===== src/rtl/seq_pkg.sv =====
package seq_pkg;
   typedef enum logic [2:0] {
      ST_IDLE  = 3'd0,
      ST_LOAD  = 3'd1,
      ST_WRITE = 3'd2,
      ST_READ  = 3'd3,
      ST_ERROR = 3'd4
   } seq_state_e;

   typedef enum logic [1:0] {
      OP_NONE,
      OP_SETUP,
      OP_WRITE,
      OP_READ
   } seq_op_e;

   localparam int CODE_SETUP = 1;
   localparam int CODE_WRITE = 2;
   localparam int CODE_READ  = 3;
endpackage


===== src/rtl/seq_cmd_decode.sv =====
module seq_cmd_decode
   import seq_pkg::*;
#(
   parameter int BYTE_W = 8
) (
   input  logic [BYTE_W-1:0] code,
   output seq_op_e           op
);
   localparam logic [BYTE_W-1:0] K_SETUP = BYTE_W'(CODE_SETUP);
   localparam logic [BYTE_W-1:0] K_WRITE = BYTE_W'(CODE_WRITE);
   localparam logic [BYTE_W-1:0] K_READ  = BYTE_W'(CODE_READ);

   generate
      if (BYTE_W < 2) begin : g_bad_width
         $error("seq_cmd_decode: BYTE_W must be at least 2");
      end
   endgenerate

   // any code outside the three known values decodes to no operation
   always_comb begin
      if (code == K_SETUP)      op = OP_SETUP;
      else if (code == K_WRITE) op = OP_WRITE;
      else if (code == K_READ)  op = OP_READ;
      else                      op = OP_NONE;
   end
endmodule


===== src/rtl/seq_addr_loader.sv =====
module seq_addr_loader #(
   parameter int ADDR_W    = 24,
   parameter int BYTE_W    = 8,
   parameter bit MSB_FIRST = 1'b1
) (
   input  logic              clk,
   input  logic              rst_n,
   input  logic              arm,
   input  logic              take,
   input  logic [BYTE_W-1:0] din,
   output logic [ADDR_W-1:0] start_addr,
   output logic [ADDR_W-1:0] end_addr,
   output logic              last_byte,
   output logic              order_bad
);
   localparam int NB    = ADDR_W / BYTE_W;
   localparam int TOTAL = 2 * NB;
   localparam int CNT_W = $clog2(TOTAL + 1);
   localparam int SH_W  = 2 * ADDR_W;

   logic [SH_W-1:0]   sh_q, sh_d;
   logic [CNT_W-1:0]  left_q;
   logic              accept;
   logic [ADDR_W-1:0] nxt_start, nxt_end;

   generate
      if (ADDR_W % BYTE_W != 0) begin : g_bad_ratio
         $error("seq_addr_loader: ADDR_W must be a multiple of BYTE_W");
      end
      if (MSB_FIRST) begin : g_msb
         assign sh_d       = {sh_q[SH_W-BYTE_W-1:0], din};
         assign start_addr = sh_q[SH_W-1:ADDR_W];
         assign end_addr   = sh_q[ADDR_W-1:0];
         assign nxt_start  = sh_d[SH_W-1:ADDR_W];
         assign nxt_end    = sh_d[ADDR_W-1:0];
      end else begin : g_lsb
         assign sh_d       = {din, sh_q[SH_W-1:BYTE_W]};
         assign start_addr = sh_q[ADDR_W-1:0];
         assign end_addr   = sh_q[SH_W-1:ADDR_W];
         assign nxt_start  = sh_d[ADDR_W-1:0];
         assign nxt_end    = sh_d[SH_W-1:ADDR_W];
      end
   endgenerate

   assign accept    = take && (left_q != '0);
   assign last_byte = accept && (left_q == CNT_W'(1));
   assign order_bad = nxt_end < nxt_start;

   always_ff @(posedge clk) begin
      if (!rst_n) begin
         sh_q   <= '0;
         left_q <= '0;
      end else if (arm) begin
         left_q <= CNT_W'(TOTAL);
      end else if (accept) begin
         sh_q   <= sh_d;
         left_q <= left_q - CNT_W'(1);
      end
   end

   // once the count has run out, further bytes leave the addresses alone
   assert_no_extra_bytes_R4: assert property (@(posedge clk) disable iff (!rst_n)
      (left_q == '0 && !arm) |=> $stable(start_addr) && $stable(end_addr));
endmodule


===== src/rtl/seq_addr_counter.sv =====
module seq_addr_counter #(
   parameter int ADDR_W    = 24,
   parameter int BURST_LEN = 8
) (
   input  logic              clk,
   input  logic              rst_n,
   input  logic [ADDR_W-1:0] start_addr,
   input  logic [ADDR_W-1:0] end_addr,
   input  logic              begin_xfer,
   input  logic              issue,
   input  logic              burst_done,
   output logic [ADDR_W-1:0] cur_addr,
   output logic              busy,
   output logic              finish
);
   localparam logic [ADDR_W-1:0] STEP = ADDR_W'(BURST_LEN);

   logic [ADDR_W-1:0] cur_q;
   logic              busy_q;
   logic              last;

   generate
      if (BURST_LEN < 1 || (BURST_LEN & (BURST_LEN - 1)) != 0) begin : g_bad_burst
         $error("seq_addr_counter: BURST_LEN must be a power of two");
      end
   endgenerate

   assign last     = (end_addr - cur_q) < STEP;
   assign finish   = busy_q && burst_done && last;
   assign cur_addr = cur_q;
   assign busy     = busy_q;

   always_ff @(posedge clk) begin
      if (!rst_n) begin
         cur_q  <= '0;
         busy_q <= 1'b0;
      end else if (begin_xfer) begin
         cur_q  <= start_addr;
         busy_q <= 1'b0;
      end else if (busy_q) begin
         if (burst_done) begin
            busy_q <= 1'b0;
            if (!last) cur_q <= cur_q + STEP;
         end
      end else if (issue) begin
         busy_q <= 1'b1;
      end
   end

   // an outstanding burst keeps its address until the controller ends it
   assert_burst_hold_R7: assert property (@(posedge clk) disable iff (!rst_n)
      (busy_q && !burst_done) |=> busy_q && $stable(cur_q));

   // an end pulse with nothing outstanding moves nothing
   assert_stray_done_R10: assert property (@(posedge clk) disable iff (!rst_n)
      (!busy_q && burst_done && !begin_xfer) |=> $stable(cur_q));
endmodule


===== src/rtl/stream_cmd_sequencer.sv =====
module stream_cmd_sequencer
   import seq_pkg::*;
#(
   parameter int ADDR_W    = 24,
   parameter int BYTE_W    = 8,
   parameter int BURST_LEN = 8,
   parameter bit MSB_FIRST = 1'b1
) (
   input  logic              clk,
   input  logic              rst_n,
   input  logic              byte_stb,
   input  logic              cmd_flag,
   input  logic [BYTE_W-1:0] byte_in,
   input  logic              refresh_req,
   input  logic              burst_done,
   output logic              burst_req,
   output logic              burst_write,
   output logic              refresh_ack,
   output logic [ADDR_W-1:0] burst_addr,
   output logic [2:0]        status
);
   seq_state_e        state_q, state_d;
   seq_op_e           op;
   logic              cmd_stb, data_stb, at_rest, in_xfer;
   logic              arm, go, take, issue;
   logic              last_byte, order_bad, busy, finish;
   logic [ADDR_W-1:0] start_addr, end_addr;

   generate
      if (ADDR_W < BYTE_W) begin : g_bad_addr
         $error("stream_cmd_sequencer: ADDR_W must be at least BYTE_W");
      end
   endgenerate

   seq_cmd_decode #(.BYTE_W(BYTE_W)) i_decode (
      .code (byte_in),
      .op   (op)
   );

   seq_addr_loader #(.ADDR_W(ADDR_W), .BYTE_W(BYTE_W), .MSB_FIRST(MSB_FIRST)) i_loader (
      .clk        (clk),
      .rst_n      (rst_n),
      .arm        (arm),
      .take       (take),
      .din        (byte_in),
      .start_addr (start_addr),
      .end_addr   (end_addr),
      .last_byte  (last_byte),
      .order_bad  (order_bad)
   );

   seq_addr_counter #(.ADDR_W(ADDR_W), .BURST_LEN(BURST_LEN)) i_counter (
      .clk        (clk),
      .rst_n      (rst_n),
      .start_addr (start_addr),
      .end_addr   (end_addr),
      .begin_xfer (go),
      .issue      (issue),
      .burst_done (burst_done),
      .cur_addr   (burst_addr),
      .busy       (busy),
      .finish     (finish)
   );

   assign cmd_stb  = byte_stb && cmd_flag;
   assign data_stb = byte_stb && !cmd_flag;
   assign at_rest  = (state_q == ST_IDLE) || (state_q == ST_ERROR);
   assign in_xfer  = (state_q == ST_WRITE) || (state_q == ST_READ);
   assign arm      = at_rest && cmd_stb && (op == OP_SETUP);
   assign go       = at_rest && cmd_stb && (op == OP_WRITE || op == OP_READ)
                     && (end_addr >= start_addr);
   assign take     = (state_q == ST_LOAD) && data_stb;
   assign issue    = in_xfer && !busy && !refresh_req;

   always_comb begin
      state_d = state_q;
      case (state_q)
         ST_IDLE, ST_ERROR: begin
            if (cmd_stb) begin
               case (op)
                  OP_SETUP: state_d = ST_LOAD;
                  OP_WRITE: state_d = go ? ST_WRITE : ST_ERROR;
                  OP_READ:  state_d = go ? ST_READ  : ST_ERROR;
                  default:  state_d = state_q;
               endcase
            end
         end
         ST_LOAD: begin
            if (last_byte) state_d = order_bad ? ST_ERROR : ST_IDLE;
         end
         ST_WRITE, ST_READ: begin
            if (finish) state_d = ST_IDLE;
         end
         default: state_d = ST_IDLE;
      endcase
   end

   always_ff @(posedge clk) begin
      if (!rst_n) state_q <= ST_IDLE;
      else        state_q <= state_d;
   end

   assign burst_req   = busy;
   assign burst_write = (state_q == ST_WRITE);
   assign refresh_ack = refresh_req && !busy;
   assign status      = state_q;

   // a refresh grant never overlaps an outstanding burst
   assert_ack_between_R9: assert property (@(posedge clk) disable iff (!rst_n)
      refresh_ack |-> !burst_req);

   // a held request keeps new bursts from starting
   assert_no_start_on_refresh_R9: assert property (@(posedge clk) disable iff (!rst_n)
      (refresh_req && !burst_req) |=> !burst_req);

   // the current address stays within the programmed end
   assert_addr_bound_R8: assert property (@(posedge clk) disable iff (!rst_n)
      in_xfer |-> burst_addr <= end_addr);

   // a transfer state is left only through a completed burst
   assert_ignore_cmd_R2: assert property (@(posedge clk) disable iff (!rst_n)
      (in_xfer && !(burst_req && burst_done)) |=> status == $past(status));

   // loading is left only on a data byte
   assert_load_hold_R4: assert property (@(posedge clk) disable iff (!rst_n)
      (state_q == ST_LOAD && !data_stb) |=> state_q == ST_LOAD);

   // the error state never has a burst outstanding
   assert_err_no_burst_R5: assert property (@(posedge clk) disable iff (!rst_n)
      (state_q == ST_ERROR) |-> !burst_req);
endmodule


===== config.mk =====
export PLATFORM = sky130hd
export DESIGN_NAME = stream_cmd_sequencer
export DESIGN_NICKNAME = d
export VERILOG_FILES = /design/src/rtl/seq_pkg.sv /design/src/rtl/seq_cmd_decode.sv /design/src/rtl/seq_addr_loader.sv /design/src/rtl/seq_addr_counter.sv /design/src/rtl/stream_cmd_sequencer.sv
export SDC_FILE = /design/constraint.sdc
export NUM_CORES = 1
export LEC_CHECK = 0
export BUFFER_PORTS_ARGS = -buffer_cell sky130_fd_sc_hd__buf_2
export CAP_MARGIN = 10
export CELL_PAD_IN_SITES_DETAIL_PLACEMENT = 1
export CELL_PAD_IN_SITES_GLOBAL_PLACEMENT = 1
export CORE_MARGIN = 8
export CORE_UTILIZATION = 41
export DETAILED_ROUTE_END_ITERATION = 10
export PLACE_DENSITY_LB_ADDON = 0.25
export SLEW_MARGIN = 10
export SYNTH_ARGS = -nofsm -noshare
export SYNTH_HDL_FRONTEND = slang
export SYNTH_SLANG_ARGS = --single-unit

===== constraint.sdc =====
create_clock -name clk -period 3.44 [get_ports clk]
set_input_delay 0.172 -clock clk [delete_from_list [all_inputs] [get_ports clk]]
set_output_delay 0.172 -clock clk [all_outputs]
set_load 0.02 [all_outputs]

Word-level counts from Yosys, hierarchy flattened

Cells that the tools add are included.

Memories: 0
Bits in writable memories: 0
Bits in latches: 0
Bits in read-only memories: 0
Flip-flop bits (word level): 79

Mux-type cells: 20
Div/mod/pow operators: 0
Reduce and logical (&&, ||, !) cells: 32
Equal/unequal tests: 16
Multipliers: 0
Order comparisons: 3
Shift operators: 0
Bitwise operators: 2
$add $sub $neg: 3

Operator list:

| operator              | count |
|---|---|
| $mux 24               | 4 |
| $add 24x4->24 const B | 1 |
| $ge 24x24->1          | 1 |
| $lt 24x24->1          | 1 |
| $lt 24x4->1 const B   | 1 |
| $mux 3                | 8 |
| $sub 24x24->24        | 1 |
| $pmux 3 s3            | 2 |
| $eq 8x2->1 const B    | 2 |
| $logic_and 1x1->1     | 14 |
| $eq 8x1->1 const B    | 1 |
| $reduce_or 2->1       | 4 |
| $eq 3x1->1 const B    | 2 |
| $eq 3x2->1 const B    | 2 |
| $mux 2                | 3 |
| $ne 2x2->1 const B    | 3 |
| $reduce_bool 2->1     | 3 |
| $eq 2x2->1 const B    | 2 |
| $ne 4x4->1 const B    | 1 |
| $reduce_and 4->1      | 1 |
| $eq 3x3->1 const B    | 1 |
| $logic_not 1->1       | 3 |
| $logic_not 3->1       | 1 |
| $logic_or 1x1->1      | 3 |
| other kinds (8)       | 11 |

Depth between registers and ports, before layout

Depth in word-level cells: 12
Mapped depth: 14
Depth with buffers taken out: 12

Cells and area by module

Synthesis repeated with hierarchy kept, for this count alone.

Cell total of the unflattened synthesis: 899
Area total of the unflattened synthesis: 6670.1 µm²

Modules (own cells, without submodules):

| module               | area an instance (µm²) | times used | cells each | sequential area each (µm²) |
|---|---|---|---|---|
| seq_addr_counter     | 3189.3                 | 1          | 458        | 500.5 |
| seq_addr_loader      | 2537.4                 | 1          | 309        | 1021.0 |
| stream_cmd_sequencer | 914.6                  | 1          | 128        | 60.1 |
| seq_cmd_decode       | 28.8                   | 1          | 4          | 0.0 |

Worst setup path after synthesis

OpenSTA, ideal clock, no wires.

Path type: register -> register
Start: register i_counter.cur_q[10], in the netlist i_counter.cur_addr[10]
End: register i_counter.cur_q[23], in the netlist i_counter.cur_addr[23]
Path buffers: 0
Period minus slack after synthesis: 3.479 ns
Library setup time: 0.127 ns
Stages on the path, launching flop included: 13
Required time: 3.313 ns
Arrival: 3.352 ns
Slack: -0.039 ns
Cell sequence: dfxtp_1 > inv_1 > ha_1 > a21oi_1 > nor3_1 > or4_1 > a2111oi_0 > o2111ai_1 > nor4b_2 > nand4_1 > or2_1 > and3_1 > or3b_1

Cells in the longest elaborated chain, start to end: 5

RTL lines:

| item                                                   | line                   | text |
|---|---|---|
| start, declared                                        | seq_addr_counter.sv:18 | `logic [ADDR_W-1:0] cur_q;` |
| start signal, assigned                                 | seq_addr_counter.sv:38 | `cur_q <= start_addr;` |
| start signal, assigned                                 | seq_addr_counter.sv:43 | `if (!last) cur_q <= cur_q + STEP;` |
| branches (longest 5 deep; another with $sub 24x24->24) | n/a                    |  |

Parallel ways; which one is timed is not known. The select of a mux whose other input is x is not followed.
A chain may end at the register's enable or synchronous reset.

Worst setup path after layout

Start: register i_loader.sh_q[7]
End: register i_counter.cur_q[23], in the netlist i_counter.cur_addr[23]

Cells in the longest elaborated chain, start to end: 4

RTL lines:

| item                                                             | line                                               | text |
|---|---|---|
| start, declared                                                  | seq_addr_loader.sv:21                              | `logic [SH_W-1:0] sh_q, sh_d;` |
| start signal, assigned                                           | seq_addr_loader.sv:51                              | `sh_q <= '0;` |
| start signal, assigned                                           | seq_addr_loader.sv:56                              | `sh_q <= sh_d;` |
| $sub 24x24->24 or $ge 24x24->1 (tied branches)                   | seq_addr_counter.sv:28, stream_cmd_sequencer.sv:71 |  |
| $lt 24x4->1 or $logic_and 1x1->1 (tied branches)                 | seq_addr_counter.sv:28, stream_cmd_sequencer.sv:71 |  |
| $ne 2x2->1 (no source line) or $reduce_bool 2->1 (tied branches) | n/a                                                |  |
| $reduce_and 3->1 (no source line)                                | n/a                                                |  |

Parallel ways exist; a longest one is shown, timed or not.

==> impl_metrics.ini <==
[status]
status = finished, final reports clean

[worst_setup_path]
crit_top_cell = buf_4
path_delay_family = simple AND/OR/NAND/NOR gates
crit_buf_inv = 5
r2r_setup_slack_ns = 0.02
critPathLaunchType = flip-flop
required_ns = 3.66
r2r_end = i_counter.cur_addr[23]$_SDFFE_PN0P_
path_class = flip-flop to flip-flop
max_stage_delay_ns = 0.40
arrival_ns = 3.64
r2r-start = i_loader.sh_q[7]$_SDFFE_PN0P_
r2r_cells = 15
path_max_fanout = 5
cp_slowest_cell = dfxtp_1
startpoint = i_loader.sh_q[7]$_SDFFE_PN0P_
crit_chain = ha_4 > buf_4 > buf_4 > o21a_1 > nor2_1 > a211oi_4 > buf_4 > buf_4 > o21a_1 > nor3_1 > o211ai_1 > buf_4 > or2_1 > and3_1 > or3b_1
end_kind = flip-flop

[synthesis]
yosysSeqAreaShare_pct = 26.38
avgSynthCellArea_um2 = 7.391
syn_nets = 883
ys_types = 66
synth_commonest_cells = nand2_1, a21oi_1, dfxtp_1
synth-seq-cells = 79
synth_warnings = 0
synthCells = 811
async_flop_share_pct = 0
yosysTopAreaCell = dfxtp_1
yosysMostFrequentCell = nand2_1
synth_area_leaders = dfxtp_1, ha_1, nand2_1, a21oi_1, inv_1
synth_flop_cell = dfxtp_1
synth_top_area_share_pct = 26.38
syn-cell-area_mm2 = 0.005994
synth-edff-count = 0

[clock_tree]
tritoncts = yes
cts.sinks = 79
cts-root-buf = clkbuf_16
cts_max_level = 3
clkLatencyLatePin_ns = 0.34
numCtsBuffers = 9
cts_buffer_depth = 2
cts.hold.buffers_added = 0
path_clk_slew_ns = 0.07

[place]
place_congestion = 0.8521
portBuffers = 43
place_area_mm2 = 0.007266
dp_hpwl_mm = 19.49

[cells_and_area]
nNetsFinal = 1045
diodes = 0
layout-drive-gt1-share_pct = 33.84
syn_to_final_growth_pct = 39.24
finalInstanceArea_mm2 = 0.008347

[timing]
skew_ns = 0.01168
fin_crit_ns = 3.420
finalSetupTns_ns = 0
slew_headroom_pct = 54.64
min_period_over_period_pct = 99.42
slew_violations = 0
setup-violations-final = 0
clock.fmax_ghz = 0.2924
hold_slack_ns = 0.1114
worstMarginPinSlew_ns = 0.6804
hold_viol_final = 0
rsz0062_at_grt = yes

[power]
powerDensity_mw_per_mm2 = 292.8
switching_share_pct = 27.46
power_frac_seq_pct = 37.8
p_int_uw = 1772
leakagePower_uw = 0.003597
pwr-share-clk_pct = 44.6
p_switching_uw = 671.1
ir_worst_vdd_uv = 277.8
combPwrFrac_pct = 17.6

[grt]
grt_pass1_vias = 7367
grt_pass1_wl_mm = 39.71
grt_max_degree = 56
antenna_found_initial = 0
grt_use_total_pct = 27.13
overflow = 0

[routing]
vias = 6977
drtIter0Drc = 563
dr.pass1.iters = 5
postRouteAntennaNets = 0
wl_per_cell_um = 22.70
drc = 0
wirelength_mm = 26.37
via_per_inst = 6.004

[worst_hold_path]
hold_start = byte_in[3]
holdPathEnd = i_loader.sh_q[3]$_SDFFE_PN0P_
hold_class = input pin to flip-flop
hold_depth = 3

[floorplan]
rows = 44
start_util_pct = 41.56
ios = 44
core-area_mm2 = 0.01442
dieWidth_um = 136.9
die_area_mm2 = 0.01875
fp.dieH_um = 136.9

[flow_run]
maxCapViolations = 0
## through the flow
| step | total power (uW) | utilization, % | worst slack, ns | cells |
|---|---|---|---|---|
| final | 2444 | 57.87 | 0.02008 | 1162 |
| after global routing | 2508 | 57.87 | -0.06705 | 1162 |
| after CTS | 2371 | 55.21 | 0.0007467 | 1151 |
| after detailed placement | 1267 | 50.37 | -0.5518 | 1128 |
| after global placement | 1260 | 50.37 | -0.5582 | 1128 |
| after floorplan | 1128 | - | 0.01346 | 811 |
## sequential cells by signal, summed over array words and instances (netlist names)
name,flops
i_counter.cur_addr,24
i_loader.left_q,3
status,3
i_counter.busy,1
i_loader.sh_q,48
## cell families (layout without fill, tap and decap cells)
logic type | count (synthesis) | count (layout) | share of synthesized area [%]
DFF | 79 | 79 | 26.38
buffers and inverters | 107 | 273 | 6.804
muxes | 8 | 8 | 1.378
adders and majority gates | 58 | 58 | 12.11
xor gates and xnor gates | 16 | 16 | 2.338
AOI/OAI and AO/OA | 237 | 238 | 26.05
and+or+nand+nor | 306 | 306 | 24.94
## worst reg2reg max path, delay by kind of cell, from the launching register on
kind                     cells  cell delay (ns)
adder cells (fa/ha/maj)      1             0.25
buffers and inverters        5             0.74
AND/OR/NAND/NOR              5             1.31
AO/OA/AOI/OAI                4             0.62
flip-flops                   1             0.40
## routing by layer
metal  global-route usage [%]  share of wire [%]
met5                        0                  0
met4                    11.29                3.3
met3                    3.965                4.8
met2                    47.02                 50
met1                    32.86                 42
## layout make-up
class                      count  area (um2)
fill                        1772        6077
multi-input combinational    626        4598
sequential                    79        1604
timing repair buffer         188        1326
inverter                      69       259.0
clock buffer                  11       242.7
tap                          184       230.2
clock inverter                 5       86.33
## worst max-delay path by stage
| stage | depth (start not counted) | endpoint |
|---|---|---|
| 2_1_floorplan | 13 | i_counter.cur_addr[23]$_SDFFE_PN0P_ |
| 3_3_place_gp | 13 | i_counter.cur_addr[6]$_SDFFE_PN0P_ |
| 3_5_place_dp | 13 | i_counter.cur_addr[6]$_SDFFE_PN0P_ |
| 4_1_cts | 15 | i_counter.cur_addr[10]$_SDFFE_PN0P_ |
| 5_1_grt | 15 | i_counter.cur_addr[23]$_SDFFE_PN0P_ |
| 6_report | 15 | i_counter.cur_addr[23]$_SDFFE_PN0P_ |
## placed cells by master (no fill, tap or decap), types with 6 or more instances in the layout
master,n
o21a_1,12
nand4_1,19
o211ai_1,7
nand2_1,138
ha_1,41
inv_1,56
nor2_1,28
a211oi_1,8
nand3_1,19
and3_1,6
inv_2,13
nor4_1,8
buf_4,140
a21oi_1,84
a21o_1,21
a21oi_2,8
clkbuf_16,9
dfxtp_1,61
o21ai_0,23
dfxtp_2,18
xnor2_1,10
and4_1,13
or3_1,6
o21ai_2,7
xor2_1,6
nor3_1,17
buf_2,43
nand2_2,9
a31oi_1,8
nand2b_1,6
ha_4,16
## repair_timing
item | in CTS | in global routing
gates cloned | 0 | 1
setup buffers | 7 | 11
setup endpoints to repair | 23 | 23
pin swaps | 14 | 48
resized for setup | 60 | 74
endpoints found under the hold margin | 0 | 0
## power groups by stage
| stage | sequential (uW) | clock (uW) | combinational, uW |
|---|---|---|---|
| after global routing | 923 | 1130 | 455 |
| after floorplan | 949 | 0 | 179 |
| after detailed placement | 943 | 0 | 324 |
| after global placement | 943 | 0 | 317 |
| after CTS | 923 | 1090 | 355 |
| final | 923 | 1090 | 431 |
Power figures use the tool's default switching activity.
